===== config.mk =====
export PLATFORM = sky130hd
export DESIGN_NAME = i2cs_eeprom_slave
export DESIGN_NICKNAME = d
export VERILOG_FILES = /design/src/rtl/i2cs_pkg.sv /design/src/rtl/i2cs_line_sync.sv /design/src/rtl/i2cs_ctrl.sv /design/src/rtl/i2cs_eeprom_slave.sv
export SDC_FILE = /design/constraint.sdc
export NUM_CORES = 1
export LEC_CHECK = 0
export BUFFER_PORTS_ARGS = -buffer_cell sky130_fd_sc_hd__buf_4
export CAP_MARGIN = 25
export CORE_ASPECT_RATIO = 0.9
export CORE_UTILIZATION = 55
export DETAILED_ROUTE_END_ITERATION = 8
export GPL_TIMING_DRIVEN = 0
export PLACE_DENSITY = 0.76
export SLEW_MARGIN = 20
export SYNTH_ARGS = -nofsm -noshare
export SYNTH_HDL_FRONTEND = slang
export SYNTH_HIERARCHICAL = 1
export SYNTH_SLANG_ARGS = --single-unit

===== constraint.sdc =====
create_clock -name clk -period 2.36 [get_ports clk]
set_input_delay 0.472 -clock clk [delete_from_list [all_inputs] [get_ports clk]]
set_output_delay 0.472 -clock clk [all_outputs]
set_load 0.02 [all_outputs]

===== src/rtl/i2cs_pkg.sv =====
package i2cs_pkg;

    localparam logic [3:0] DEV_PREFIX = 4'b1010;
    localparam int         BYTE_W     = 8;

    typedef enum logic [2:0] {
        ST_IDLE,
        ST_DEV,
        ST_AHI,
        ST_ALO,
        ST_WDATA,
        ST_RDATA,
        ST_WAIT
    } slv_state_e;

    typedef struct packed {
        logic scl;
        logic sda;
        logic scl_rise;
        logic scl_fall;
        logic start;
        logic stop;
    } bus_ev_t;

    function automatic logic dev_hit(input logic [7:0] b, input logic [2:0] strap);
        return (b[7:4] == DEV_PREFIX) && (b[3:1] == strap);
    endfunction

endpackage


===== src/rtl/i2cs_line_sync.sv =====
module i2cs_line_sync
    import i2cs_pkg::*;
#(
    parameter int STAGES = 2
) (
    input  logic    clk,
    input  logic    rst,
    input  logic    scl_i,
    input  logic    sda_i,
    output bus_ev_t ev
);
    localparam int LINES = 2;

    logic [LINES-1:0] raw;
    logic [LINES-1:0] lvl;
    logic [LINES-1:0] prv;

    assign raw = {scl_i, sda_i};

    generate
        for (genvar g = 0; g < LINES; g++) begin : g_line
            logic [STAGES-1:0] chain;
            always_ff @(posedge clk) begin
                if (rst) chain <= '1;
                else     chain <= {chain[STAGES-2:0], raw[g]};
            end
            assign lvl[g] = chain[STAGES-1];
        end
    endgenerate

    always_ff @(posedge clk) begin
        if (rst) prv <= '1;
        else     prv <= lvl;
    end

    assign ev = '{
        scl:      lvl[1],
        sda:      lvl[0],
        scl_rise: lvl[1] & ~prv[1],
        scl_fall: ~lvl[1] & prv[1],
        start:    lvl[1] & prv[1] & prv[0] & ~lvl[0],
        stop:     lvl[1] & prv[1] & ~prv[0] & lvl[0]
    };

    // start and stop can never be flagged together
    p_start_stop_excl_r2: assert property (@(posedge clk) disable iff (rst)
        !(ev.start && ev.stop));

endmodule


===== src/rtl/i2cs_ctrl.sv =====
module i2cs_ctrl
    import i2cs_pkg::*;
#(
    parameter int ADDR_W = 14
) (
    input  logic              clk,
    input  logic              rst,
    input  bus_ev_t           ev,
    input  logic [2:0]        strap,
    input  logic              wp,
    input  logic              mem_busy,
    input  logic [7:0]        mem_rdata,
    output logic              sda_oe,
    output logic [ADDR_W-1:0] mem_addr,
    output logic [7:0]        mem_wdata,
    output logic              mem_we,
    output logic              mem_re,
    output logic              mem_commit
);
    localparam int HI_W = ADDR_W - BYTE_W;

    slv_state_e        state;
    logic [3:0]        cnt;
    logic [7:0]        sh;
    logic [7:0]        tx;
    logic [HI_W-1:0]   ahi;
    logic [ADDR_W-1:0] ptr;
    logic              rw;
    logic              mack;
    logic              fetch;
    logic              rd_cap;
    logic              dirty;
    logic              active;

    assign active = (state != ST_IDLE) && (state != ST_WAIT);

    always_ff @(posedge clk) begin
        if (rst) begin
            state      <= ST_IDLE;
            cnt        <= '0;
            sh         <= '0;
            tx         <= '1;
            ahi        <= '0;
            ptr        <= '0;
            rw         <= 1'b0;
            mack       <= 1'b0;
            fetch      <= 1'b0;
            rd_cap     <= 1'b0;
            dirty      <= 1'b0;
            sda_oe     <= 1'b0;
            mem_addr   <= '0;
            mem_wdata  <= '0;
            mem_we     <= 1'b0;
            mem_re     <= 1'b0;
            mem_commit <= 1'b0;
        end else begin
            mem_we     <= 1'b0;
            mem_re     <= 1'b0;
            mem_commit <= 1'b0;
            rd_cap     <= mem_re;
            if (fetch) begin
                mem_re   <= 1'b1;
                mem_addr <= ptr;
                fetch    <= 1'b0;
            end

            if (ev.stop) begin
                state  <= ST_IDLE;
                sda_oe <= 1'b0;
                cnt    <= '0;
                if (dirty) begin
                    mem_commit <= 1'b1;
                    dirty      <= 1'b0;
                end
            end else if (ev.start) begin
                state  <= ST_DEV;
                sda_oe <= 1'b0;
                cnt    <= '0;
            end else if (active) begin
                if (ev.scl_rise) begin
                    if (cnt < 4'd8) begin
                        sh  <= {sh[6:0], ev.sda};
                        cnt <= cnt + 4'd1;
                    end else if (cnt == 4'd8) begin
                        cnt <= 4'd9;
                        if (state == ST_RDATA) begin
                            ptr  <= ptr + 1'b1;
                            mack <= !ev.sda;
                            if (!ev.sda) fetch <= 1'b1;
                        end
                    end
                end else if (ev.scl_fall) begin
                    if (cnt == 4'd8) begin
                        unique case (state)
                            ST_DEV: begin
                                if (dev_hit(sh, strap) && !mem_busy) begin
                                    sda_oe <= 1'b1;
                                    rw     <= sh[0];
                                    if (sh[0]) fetch <= 1'b1;
                                end else begin
                                    state <= ST_WAIT;
                                end
                            end
                            ST_AHI: begin
                                sda_oe <= 1'b1;
                                ahi    <= sh[HI_W-1:0];
                            end
                            ST_ALO: begin
                                sda_oe <= 1'b1;
                                ptr    <= {ahi, sh};
                            end
                            ST_WDATA: begin
                                if (!wp) begin
                                    sda_oe    <= 1'b1;
                                    mem_we    <= 1'b1;
                                    mem_addr  <= ptr;
                                    mem_wdata <= sh;
                                    ptr       <= ptr + 1'b1;
                                    dirty     <= 1'b1;
                                end else begin
                                    state <= ST_WAIT;
                                end
                            end
                            default: sda_oe <= 1'b0;
                        endcase
                    end else if (cnt == 4'd9) begin
                        cnt <= '0;
                        unique case (state)
                            ST_DEV: begin
                                if (rw) begin
                                    state  <= ST_RDATA;
                                    sda_oe <= ~tx[7];
                                end else begin
                                    state  <= ST_AHI;
                                    sda_oe <= 1'b0;
                                end
                            end
                            ST_AHI: begin
                                state  <= ST_ALO;
                                sda_oe <= 1'b0;
                            end
                            ST_ALO: begin
                                state  <= ST_WDATA;
                                sda_oe <= 1'b0;
                            end
                            ST_RDATA: begin
                                if (mack) begin
                                    sda_oe <= ~tx[7];
                                end else begin
                                    state  <= ST_WAIT;
                                    sda_oe <= 1'b0;
                                end
                            end
                            default: sda_oe <= 1'b0;
                        endcase
                    end else if (state == ST_RDATA && cnt != 4'd0) begin
                        sda_oe <= ~tx[6];
                        tx     <= {tx[6:0], 1'b1};
                    end
                end
            end

            if (rd_cap) tx <= mem_rdata;
        end
    end

    p_idle_released_r9: assert property (@(posedge clk) disable iff (rst)
        (state == ST_IDLE || state == ST_WAIT) |-> !sda_oe);

    p_store_needs_wp_low_r10: assert property (@(posedge clk) disable iff (rst)
        mem_we |-> $past(!wp));

    p_commit_on_stop_r6: assert property (@(posedge clk) disable iff (rst)
        mem_commit |-> $past(ev.stop));

    p_busy_refuses_r7: assert property (@(posedge clk) disable iff (rst)
        (state == ST_DEV && ev.scl_fall && cnt == 4'd8 && mem_busy && !ev.start && !ev.stop)
        |=> (!sda_oe && state == ST_WAIT));

    p_oe_moves_scl_low_r12: assert property (@(posedge clk) disable iff (rst)
        (!$stable(sda_oe) && !$past(ev.start || ev.stop)) |-> $past(!ev.scl));

    p_strobe_excl_r5: assert property (@(posedge clk) disable iff (rst)
        !(mem_we && mem_re));

endmodule


===== src/rtl/i2cs_eeprom_slave.sv =====
module i2cs_eeprom_slave
    import i2cs_pkg::*;
#(
    parameter int ADDR_W      = 14,
    parameter int SYNC_STAGES = 2
) (
    input  logic              clk,
    input  logic              rst,
    input  logic              scl_i,
    input  logic              sda_i,
    output logic              sda_oe,
    input  logic [2:0]        strap,
    input  logic              wp,
    output logic [ADDR_W-1:0] mem_addr,
    output logic [7:0]        mem_wdata,
    output logic              mem_we,
    output logic              mem_re,
    input  logic [7:0]        mem_rdata,
    output logic              mem_commit,
    input  logic              mem_busy
);
    bus_ev_t ev;

    i2cs_line_sync #(.STAGES(SYNC_STAGES)) u_sync (
        .clk   (clk),
        .rst   (rst),
        .scl_i (scl_i),
        .sda_i (sda_i),
        .ev    (ev)
    );

    i2cs_ctrl #(.ADDR_W(ADDR_W)) u_ctrl (
        .clk        (clk),
        .rst        (rst),
        .ev         (ev),
        .strap      (strap),
        .wp         (wp),
        .mem_busy   (mem_busy),
        .mem_rdata  (mem_rdata),
        .sda_oe     (sda_oe),
        .mem_addr   (mem_addr),
        .mem_wdata  (mem_wdata),
        .mem_we     (mem_we),
        .mem_re     (mem_re),
        .mem_commit (mem_commit)
    );

    p_reset_quiet_r1: assert property (@(posedge clk)
        $past(rst) |-> (!sda_oe && !mem_we && !mem_re && !mem_commit));

endmodule


==> qor.yml, run 1 <==
rows: 28
critPathCaptureType: "register"
core-area_um2: 6690
stdcell_area_um2: 4620
start_util_pct: 58.1
hpwlAfterDp_um: 6630
p_total_w: 0.00267
layout_common_cells: "80 x dfxtp_1, 63 x nor2_1, 49 x buf_4, 44 x mux2i_1, 27 x nand2_1"
antenna_found_initial: 0
avgViaCountPerCell: 5.83
cellPowerDensity_nw_per_um2: 577
rrSetupSlack_ps: 80
drtIter0Drc: 234
cts_buffer_depth: 2
r2r-end: "u_ctrl/fetch"
tightest_slew_ps: 604
fin_hold_ws_ps: 305
dieArea_um2: 7410
portBuffers: 42
cts_tree: "done"
drc_errors: 0
relSlewSlack_pct: 59.4
grt_max_degree: 15
antennaDiodeCount: 0
routedWlPerCell_um: 15.7
ys_warn_count: 6
finalHoldViolations: 0
crit_path_max_fanout: 8
finalSetupViolations: 0
setup_ws_ps: 84.1
clockRootBuffer: "clkbuf_8"
startpoint: "u_ctrl/cnt[0]"
grt_overflow: 0
firstDrtPassIters: 6
die_y_um: 81.8
status: "finished, final reports clean"
critPathLaunchType: "register"
worstPathArrival_ps: 2540
vias: 3458
drv_slew: 0
place_area_um2: 4320
worstPathCellList: "inv_1 -> ha_4 -> nand3b_4 -> or3_1 -> nor3_1 -> a31oi_1 -> nor4_1"
min_path_cells: 2
worstPathRequired_ps: 2620
crit_slowest_cell: "nor3_1"
wirelength_um: 9300
grt_pass1_vias: 3034
min_path_type: "in2reg"
gp_congestion: 0.915
io_pins: 43
fin_crit_sh_pct: 96.4
drive_gt1_share_pct: 19.7
h-tree-depth: 3
cellLeakagePower_nw: 1.94
ir_drop_mv: 0.454
ff2ff_path_depth: 7
fin_crit_ps: 2280
min_to: "u_sync/g_line[1].chain[0]"
cpPeakStageDelay_ps: 540
syn_avg_cell_area_um2: 8.80
path_clk_slew_ps: 90
cap_violations: 0
critical_path_class: "reg2reg"
r2r_start: "u_ctrl/cnt[0]"
clk_latency_ps: 350
die_w_um: 90.7
fin_nets: 519
grt_usage_pct: 26.0
mappedNetlistArea_um2: 3890
syn_nets: 463
skew_ps: 11.9
max_freq_mhz: 439
grt_pass1_wl_um: 15100
area_growth_pct: 18.8
syn_inst: 442
pre_cts_ws_ps: -63.0
cts_buffers: 9
rsz0062_at_grt: "yes"
cts.sinks: 80
holdCritStartpoint: "scl_i"
cts.hold.buffers_added: 0
layout_commonest_cell: "dfxtp_1"
ant_nets: 0
finalSetupTns_ps: 0
## layout make-up
class	count	area [um2]
repair buffers	45	338
inverters	8	30.0
multi-input cells	328	2160
fillers	562	2070
well taps	90	113
flip-flops and latches	80	1600
clock buffers	9	124
plain buffers	26	135
clock inverters	7	120
## worst max-delay path by stage
| stage | to | slack [ps] |
|---|---|---|
| 5_1_grt | u_ctrl/ptr[11] | -30 |
| 2_1_floorplan | u_ctrl/state[1] | 240 |
| 3_5_place_dp | u_ctrl/ptr[11] | -60 |
| 6_report | u_ctrl/fetch | 80 |
| 4_1_cts | u_ctrl/state[1] | 20 |
| 3_3_place_gp | u_ctrl/ptr[11] | -50 |
## critical path, delay by kind of cell (launching register included)
| family | cells | cell delay [ps] |
|---|---|---|
| AO/OA/AOI/OAI | 1 | 180 |
| adder cells (fa/ha/maj) | 1 | 190 |
| AND/OR/NAND/NOR | 4 | 1300 |
| flip-flops | 1 | 400 |
| buffers and inverters | 1 | 130 |
## per-stage QoR
| stage | util (%) | std cells |
|---|---|---|
| 2_1_floorplan | - | 442 |
| 3_3_place_gp | 64.5 | 574 |
| 3_5_place_dp | 64.5 | 574 |
| 4_1_cts | 68.3 | 590 |
| 5_1_grt | 69.1 | 593 |
| 6_report | 69.1 | 593 |
## power by group
part / leakage (nW) / switching [W] / internal, W / total [W]
clock: 0.119 / 0.000503 / 0.000704 / 0.00121
combinational: 1.17 / 0.0000640 / 0.0000395 / 0.000104
sequential: 0.646 / 0.00000351 / 0.00135 / 0.00136
total: 1.94 / 0.000570 / 0.00210 / 0.00267
## metal layers
metal / track usage, % / up-vias / wire length [um]
li1: - / 1684 / -
met1: 34.7 / 1609 / 4370
met2: 40.6 / 149 / 4090
met3: 7.22 / 16 / 706
met4: 9.52 / 0 / 131
met5: 0 / - / 0
## sequential cells by signal (all words and copies together), names as in the netlist, 2 cells and up
register and count:
u_ctrl/cnt 4, u_ctrl/mem_wdata 8, u_ctrl/tx 8, u_ctrl/mem_addr 14, u_ctrl/sh 8, u_ctrl/ptr 14, u_ctrl/state 3, u_sync/g_line.chain 4
u_sync/prv 2, u_ctrl/ahi 6
## timing repair
item | CTS | global route
pin swaps | 0 | 1
hold endpoints to repair | 0 | 0
setup buffers | 0 | 3
resized for setup | 3 | 9
setup endpoints to repair | 17 | 34
gates cloned | 0 | 0
Power figures use the tool's default switching activity.
==> inputs of run 2 (changes only) <==
--- a/config.mk
+++ b/config.mk
@@ -6,7 +6,7 @@
 export NUM_CORES = 1
 export LEC_CHECK = 0
 export BUFFER_PORTS_ARGS = -buffer_cell sky130_fd_sc_hd__buf_4
-export CAP_MARGIN = 25
+export CAP_MARGIN = 10
 export CORE_ASPECT_RATIO = 0.9
 export CORE_UTILIZATION = 55
 export DETAILED_ROUTE_END_ITERATION = 8
==> constraint.sdc (replaced) <==
create_clock -name clk -period 2.36 [get_ports clk]
set_input_delay 0.118 -clock clk [delete_from_list [all_inputs] [get_ports clk]]
set_output_delay 0.118 -clock clk [all_outputs]
set_load 0.02 [all_outputs]
==> qor.yml, run 2 (synthesis results as in run 1) <==
status: "finished with violations"
failed_checks: "negative hold slack"
die_y_um: 81.8  # unchanged
grt_usage_pct: 26.3  # +0.22 points
cp_top_family: "simple AND/OR/NAND/NOR gates"
cts_buffer_depth: 2  # unchanged
grt_pass1_wl_um: 15200  # +0.92%
pwr-share-seq_pct: 50.7  # -0.2 points
drtIter0Drc: 272  # +16%
grt_max_degree: 15  # unchanged
layout_commonest_cell: "dfxtp_1"
wirelength_um: 9330  # +0.29%
ant_nets: 0  # unchanged
p_total_w: 0.00268  # +0.38%
clk_latency_ps: 350  # about the same
cellPowerDensity_nw_per_um2: 570  # -1.1%
nFillCells: 552  # -1.8%
cap_violations: 0  # unchanged
pre_cts_ws_ps: -63.0  # unchanged
rows: 28  # unchanged
portBuffers: 42  # unchanged
drv_slew: 0  # unchanged
drc_errors: 0  # unchanged
cts_tree: "done"
grt_pass1_vias: 3083  # +1.6%
antenna_found_initial: 0  # unchanged
setup_ws_ps: 101  # +17.0 ps
core-area_um2: 6690  # unchanged
clkPwrFrac_pct: 45.1  # about the same
drive_gt1_share_pct: 19.4  # -0.27 points
cpPeakStageDelay_ps: 530  # about the same
tightest_slew_ps: 584  # -20.5 ps
gp_congestion: 0.915  # unchanged
area_growth_pct: 20.6
crit_slowest_cell: "nor3_1"
layout_common_cells: "80 x dfxtp_1, 63 x nor2_1, 49 x buf_4, 44 x mux2i_1, 27 x nand2_1"
avgViaCountPerCell: 5.81  # -0.34%
fin_nets: 526  # +1.3%
routedWlPerCell_um: 15.5  # -0.88%
hpwlAfterDp_um: 6630  # unchanged
dieArea_um2: 7410  # unchanged
skew_ps: 11.3  # -0.535 ps
swShare_pct: 21.4  # about the same
start_util_pct: 58.1  # unchanged
worstPathArrival_ps: 2520  # -20 ps
antennaDiodeCount: 0  # unchanged
rsz0062_at_grt: "yes"
fin_crit_sh_pct: 95.7  # -0.72 points
worstPathBufferInverterCount: 1  # unchanged
cts_buffers: 9  # unchanged
finalHoldViolations: 1  # +1
relSlewSlack_pct: 60.8  # +1.4 points
worstPathRequired_ps: 2620  # about the same
io_pins: 43  # unchanged
critPathLaunchType: "register"
combPwrFrac_pct: 4.2  # +0.3 points
die_w_um: 90.7  # unchanged
fin_crit_ps: 2260  # -17.0 ps
worstPathCellList: "inv_1 -> ha_4 -> nand3b_4 -> or3_1 -> nor3_1 -> a31oi_1 -> nor4_1"
h-tree-depth: 3  # unchanged
min_path_type: "in2reg"
cts.sinks: 80  # unchanged
crit_path_max_fanout: 8  # unchanged
vias: 3487  # +0.84%
netSwitchingPower_w: 0.000573  # +0.47%
reg_top3: "u_ctrl/mem_addr: 14 flops, u_ctrl/ptr: 14 flops"
path_clk_slew_ps: 90  # about the same
max_freq_mhz: 443  # +0.75%
finalSetupViolations: 0  # unchanged
intPower_w: 0.00210  # +0.35%
cellLeakagePower_nw: 1.97  # +1.5%
ir_drop_mv: 0.463  # +1.9%
firstDrtPassIters: 5  # -1
critPathCaptureType: "register"
critical_path_class: "reg2reg"
clockRootBuffer: "clkbuf_8"
grt_overflow: 0  # unchanged
fin_hold_ws_ps: -6.58  # -312 ps
==> run 2: changes by cell type in the layout (fill, tap and decap cells not counted), sizes merged <==
cell / before / now
dlygate4sd3: 0 / 7
==> run 2: layout make-up <==
cell class / count / area, um2 / share of cell area [%]
plain buffers: 26 / 135 / 2.88
clock buffers: 9 / 124 / 2.64
clock inverters: 7 / 120 / 2.56
inverters: 8 / 30.0 / 0.640
multi-input cells: 328 / 2160 / 46.1
flip-flops and latches: 80 / 1600 / 34.1
well taps: 90 / 113 / 2.40
repair buffers: 52 / 408 / 8.69
==> run 2: per-layer routing <==
| layer | global-route usage [%] | wire [um] | part of all wire, % | up-vias |
|---|---|---|---|---|
| li1 | - | - | - | 1696 |
| met1 | 34.8 | 4300 | 46 | 1617 |
| met2 | 41.4 | 4140 | 44 | 156 |
| met3 | 7.13 | 738 | 7.9 | 18 |
| met4 | 9.52 | 154 | 1.7 | 0 |
| met5 | 0 | 0 | 0 | - |
==> run 2: stage by stage <==
step | setup TNS [ps] | instances | hold WS (ps) | instance area (um2) | utilization [%]
after floorplan | 0 | 442 | 215 | 3890 | -
after global placement | -251 | 574 | 301 | 4320 | 64.5
after detailed placement | -253 | 574 | 301 | 4320 | 64.5
after CTS | 0 | 597 | 4.43 | 4640 | 69.3
after global routing | -67.9 | 600 | 16.3 | 4690 | 70.1
final | 0 | 600 | -6.58 | 4690 | 70.1
==> run 2: final timing paths <==
path                                                 from  slack, ps  cells after the start                   endpoint
worst max-delay path                        u_ctrl/cnt[0]        100                      7               u_ctrl/fetch
worst min-delay path                         mem_rdata[1]         -7                      3               u_ctrl/tx[1]
worst max register to register              u_ctrl/cnt[0]        100                      7               u_ctrl/fetch
worst min register to register  u_sync/g_line[1].chain[0]        400                      1  u_sync/g_line[1].chain[1]
==> run 2: power by group through the flow <==
stage                     sequential [W]  clock [W]  combinational [W]
final                            0.00136    0.00121           0.000113
after global routing             0.00136    0.00129           0.000122
after CTS                        0.00136    0.00123           0.000110
after detailed placement         0.00139          0           0.000101
after global placement           0.00139          0          0.0000983
after floorplan                  0.00139          0          0.0000552
==> run 2: tightest hold or removal path, cell delays in order <==
cell	delay (ps)
buf_4	70
mux2i_1	60
nand2b_1	60
==> run 2: repair_timing <==
action / 4_1_cts / 5_1_grt
resized for setup: 3 / 9
hold buffers: 7 / 0
setup endpoints to repair: 17 / 34
pin swaps: 0 / 1
buffers inserted: 0 / 3
hold endpoints to repair: 7 / 0
==> inputs of run 3 (changes only) <==
--- a/config.mk
+++ b/config.mk
@@ -11,6 +11,7 @@
 export CORE_UTILIZATION = 55
 export DETAILED_ROUTE_END_ITERATION = 8
 export GPL_TIMING_DRIVEN = 0
+export MAX_ROUTING_LAYER = met4
 export PLACE_DENSITY = 0.76
 export SLEW_MARGIN = 20
 export SYNTH_ARGS = -nofsm -noshare
==> qor.yml, run 3 (synthesis results as in run 1) <==
ir_drop_mv: 0.374  # -19%
crit_path_max_fanout: 10  # +2
swShare_pct: 21.3  # -0.090 points
top_usage_layer: "met2"
final_cells: 602  # +0.33%
max_freq_mhz: 436  # -1.5%
worstPathRequired_ps: 2640  # +20 ps
ant_nets: 0  # unchanged
crit_slowest_cell: "dfxtp_1"
nFillCells: 520  # -5.8%
min_path_type: "in2reg"
reg_top3: "u_ctrl/mem_addr: 14 flops, u_ctrl/ptr: 14 flops"
fin_crit_sh_pct: 97.1  # +1.4 points
grt_max_degree: 15  # unchanged
finalHoldViolations: 0  # -1
status: "finished, final reports clean"
critical_path_class: "reg2reg"
io_pins: 43  # unchanged
combPwrFrac_pct: 4.3  # about the same
drc_errors: 0  # unchanged
firstDrtPassIters: 7  # +2
critPathCaptureType: "register"
register_area_um2: 1600  # unchanged
cts_tree: "done"
drtIter0Drc: 335  # +23%
h-tree-depth: 3  # unchanged
gp_congestion: 0.919  # +0.42%
worstPathArrival_ps: 2570  # +50 ps
cp_top_family: "compound AO/OA/AOI/OAI gates"
critPathLaunchType: "register"
dieArea_um2: 7410  # unchanged
skew_ps: 10.1  # -1.22 ps
cpMostUsedCell: "a21oi_1"
portBuffers: 42  # unchanged
layout_common_cells: "80 x dfxtp_1, 63 x nor2_1, 49 x buf_4, 44 x mux2i_1, 27 x nand2_1"
grtUsageMet2_pct: 43.6  # +2.1 points
tightest_slew_ps: 629  # +44.6 ps
layout_commonest_cell: "dfxtp_1"
grt_overflow: 0  # unchanged
relSlewSlack_pct: 58.1  # -2.7 points
rows: 28  # unchanged
worstPathBufferInverterCount: 2  # +1
antennaDiodeCount: 0  # unchanged
worstPathCellList: "nor2b_2 -> clkbuf_2 -> nand4b_1 -> a21oi_1 -> o21a_2 -> buf_2 -> o21ai_0 -> a21oi_1"
die_w_um: 90.7  # unchanged
clk_latency_ps: 350  # about the same
cellLeakagePower_nw: 1.98  # +0.62%
drive_gt1_share_pct: 19.3  # -0.076 points
cpPeakStageDelay_ps: 390  # -140 ps
use_met3_pct: 5.83  # -1.3 points
use_met1_pct: 36.2  # +1.4 points
vias: 3505  # +0.52%
hpwlAfterDp_um: 6680  # +0.81%
pwr-share-seq_pct: 49.9  # -0.8 points
grt_usage_pct: 27.8  # +1.5 points
fin_util_pct: 70.8  # +0.62 points
avgViaCountPerCell: 5.82  # +0.18%
path_clk_slew_ps: 80  # about the same
cellPowerDensity_nw_per_um2: 574  # +0.70%
routedWlPerCell_um: 16.2  # +4.3%
netSwitchingPower_w: 0.000579  # +1.2%
cts_buffer_depth: 2  # unchanged
cap_violations: 0  # unchanged
finalSetupViolations: 0  # unchanged
cts_buffers: 9  # unchanged
p_total_w: 0.00272  # +1.6%
antenna_found_initial: 0  # unchanged
fin_hold_ws_ps: 60.9  # +67.4 ps
intPower_w: 0.00214  # +1.7%
dp.cells: 574  # unchanged
fin_nets: 528  # +0.38%
grt_pass1_vias: 3106  # +0.75%
fin_crit_ps: 2290  # +33.4 ps
wirelength_um: 9760  # +4.6%
clockRootBuffer: "clkbuf_8"
die_y_um: 81.8  # unchanged
cts.sinks: 80  # unchanged
drv_slew: 0  # unchanged
core-area_um2: 6690  # unchanged
area_growth_pct: 21.7
grt_pass1_wl_um: 15400  # +1.3%
clkPwrFrac_pct: 45.8  # +0.7 points
start_util_pct: 58.1  # unchanged
multi_input_area_um2: 2170  # +0.58%
-- run 3: cell count changes in the layout (fill, tap and decap cells not counted) --
cell,change
clkinv_2,-1
a2111oi_2,-1
a2111oi_4,+1
clkinv_4,-1
inv_6,+1
dlygate4sd3_1,+2
clkbuf_8,+1
-- run 3: metal layers --
metal	vias to the layer above	wire (um)
met4	0	153
li1	1698	-
met2	168	4290
met3	19	798
met1	1620	4520
met5	-	0
-- run 3: worst register-to-register path: stages, from the launching register on --
cell and delay (ps):
dfxtp_1 390, nor2b_2 360, clkbuf_2 310, nand4b_1 130
a21oi_1 240, o21a_2 250, buf_2 250, o21ai_0 150
a21oi_1 150
-- run 3: power groups by stage --
stage          Sequential (W)  Clock (W)  Combinational (W)
5_1_grt               0.00136    0.00133           0.000125
6_report              0.00136    0.00125           0.000117
2_1_floorplan         0.00139          0          0.0000552
4_1_cts               0.00136    0.00127           0.000112
3_3_place_gp          0.00139          0          0.0000989
3_5_place_dp          0.00139          0          0.0000998
-- run 3: final cells by class --
class                      instances  share of cell area, %
buffer                            26                   2.85
clock inverter                     6                   2.43
multi-input combinational        328                   45.9
tap                               90                   2.38
inverter                           8                  0.634
timing repair buffer              54                   9.04
clock buffer                      10                   2.91
sequential                        80                   33.8
-- run 3: worst paths after layout --
| check | start | end | slack, ps | depth (start not counted) |
|---|---|---|---|---|
| setup / recovery | u_sync/g_line[1].chain[1] | u_ctrl/ptr[8] | 70 | 8 |
| hold reg to reg | u_sync/g_line[1].chain[0] | u_sync/g_line[1].chain[1] | 420 | 1 |
| hold / removal | rst | u_sync/prv[0] | 60 | 2 |
| setup reg to reg | u_sync/g_line[1].chain[1] | u_ctrl/ptr[8] | 70 | 8 |
-- run 3: metrics by stage --
stage	setup slack, ps	cell area, um2	setup TNS [ps]
2_1_floorplan	241	3890	0
3_3_place_gp	-69.4	4320	-348
3_5_place_dp	-179	4320	-964
4_1_cts	40.4	4670	0
5_1_grt	-43.6	4730	-110
6_report	67.7	4730	0
-- run 3: what timing repair did --
item / in CTS / in global routing
setup endpoints to repair: 21 / 31
gates cloned: 0 / 0
hold endpoints to repair: 9 / 0
buffers inserted: 0 / 3
resized for setup: 4 / 8
hold buffers: 9 / 0
pin swaps: 0 / 1
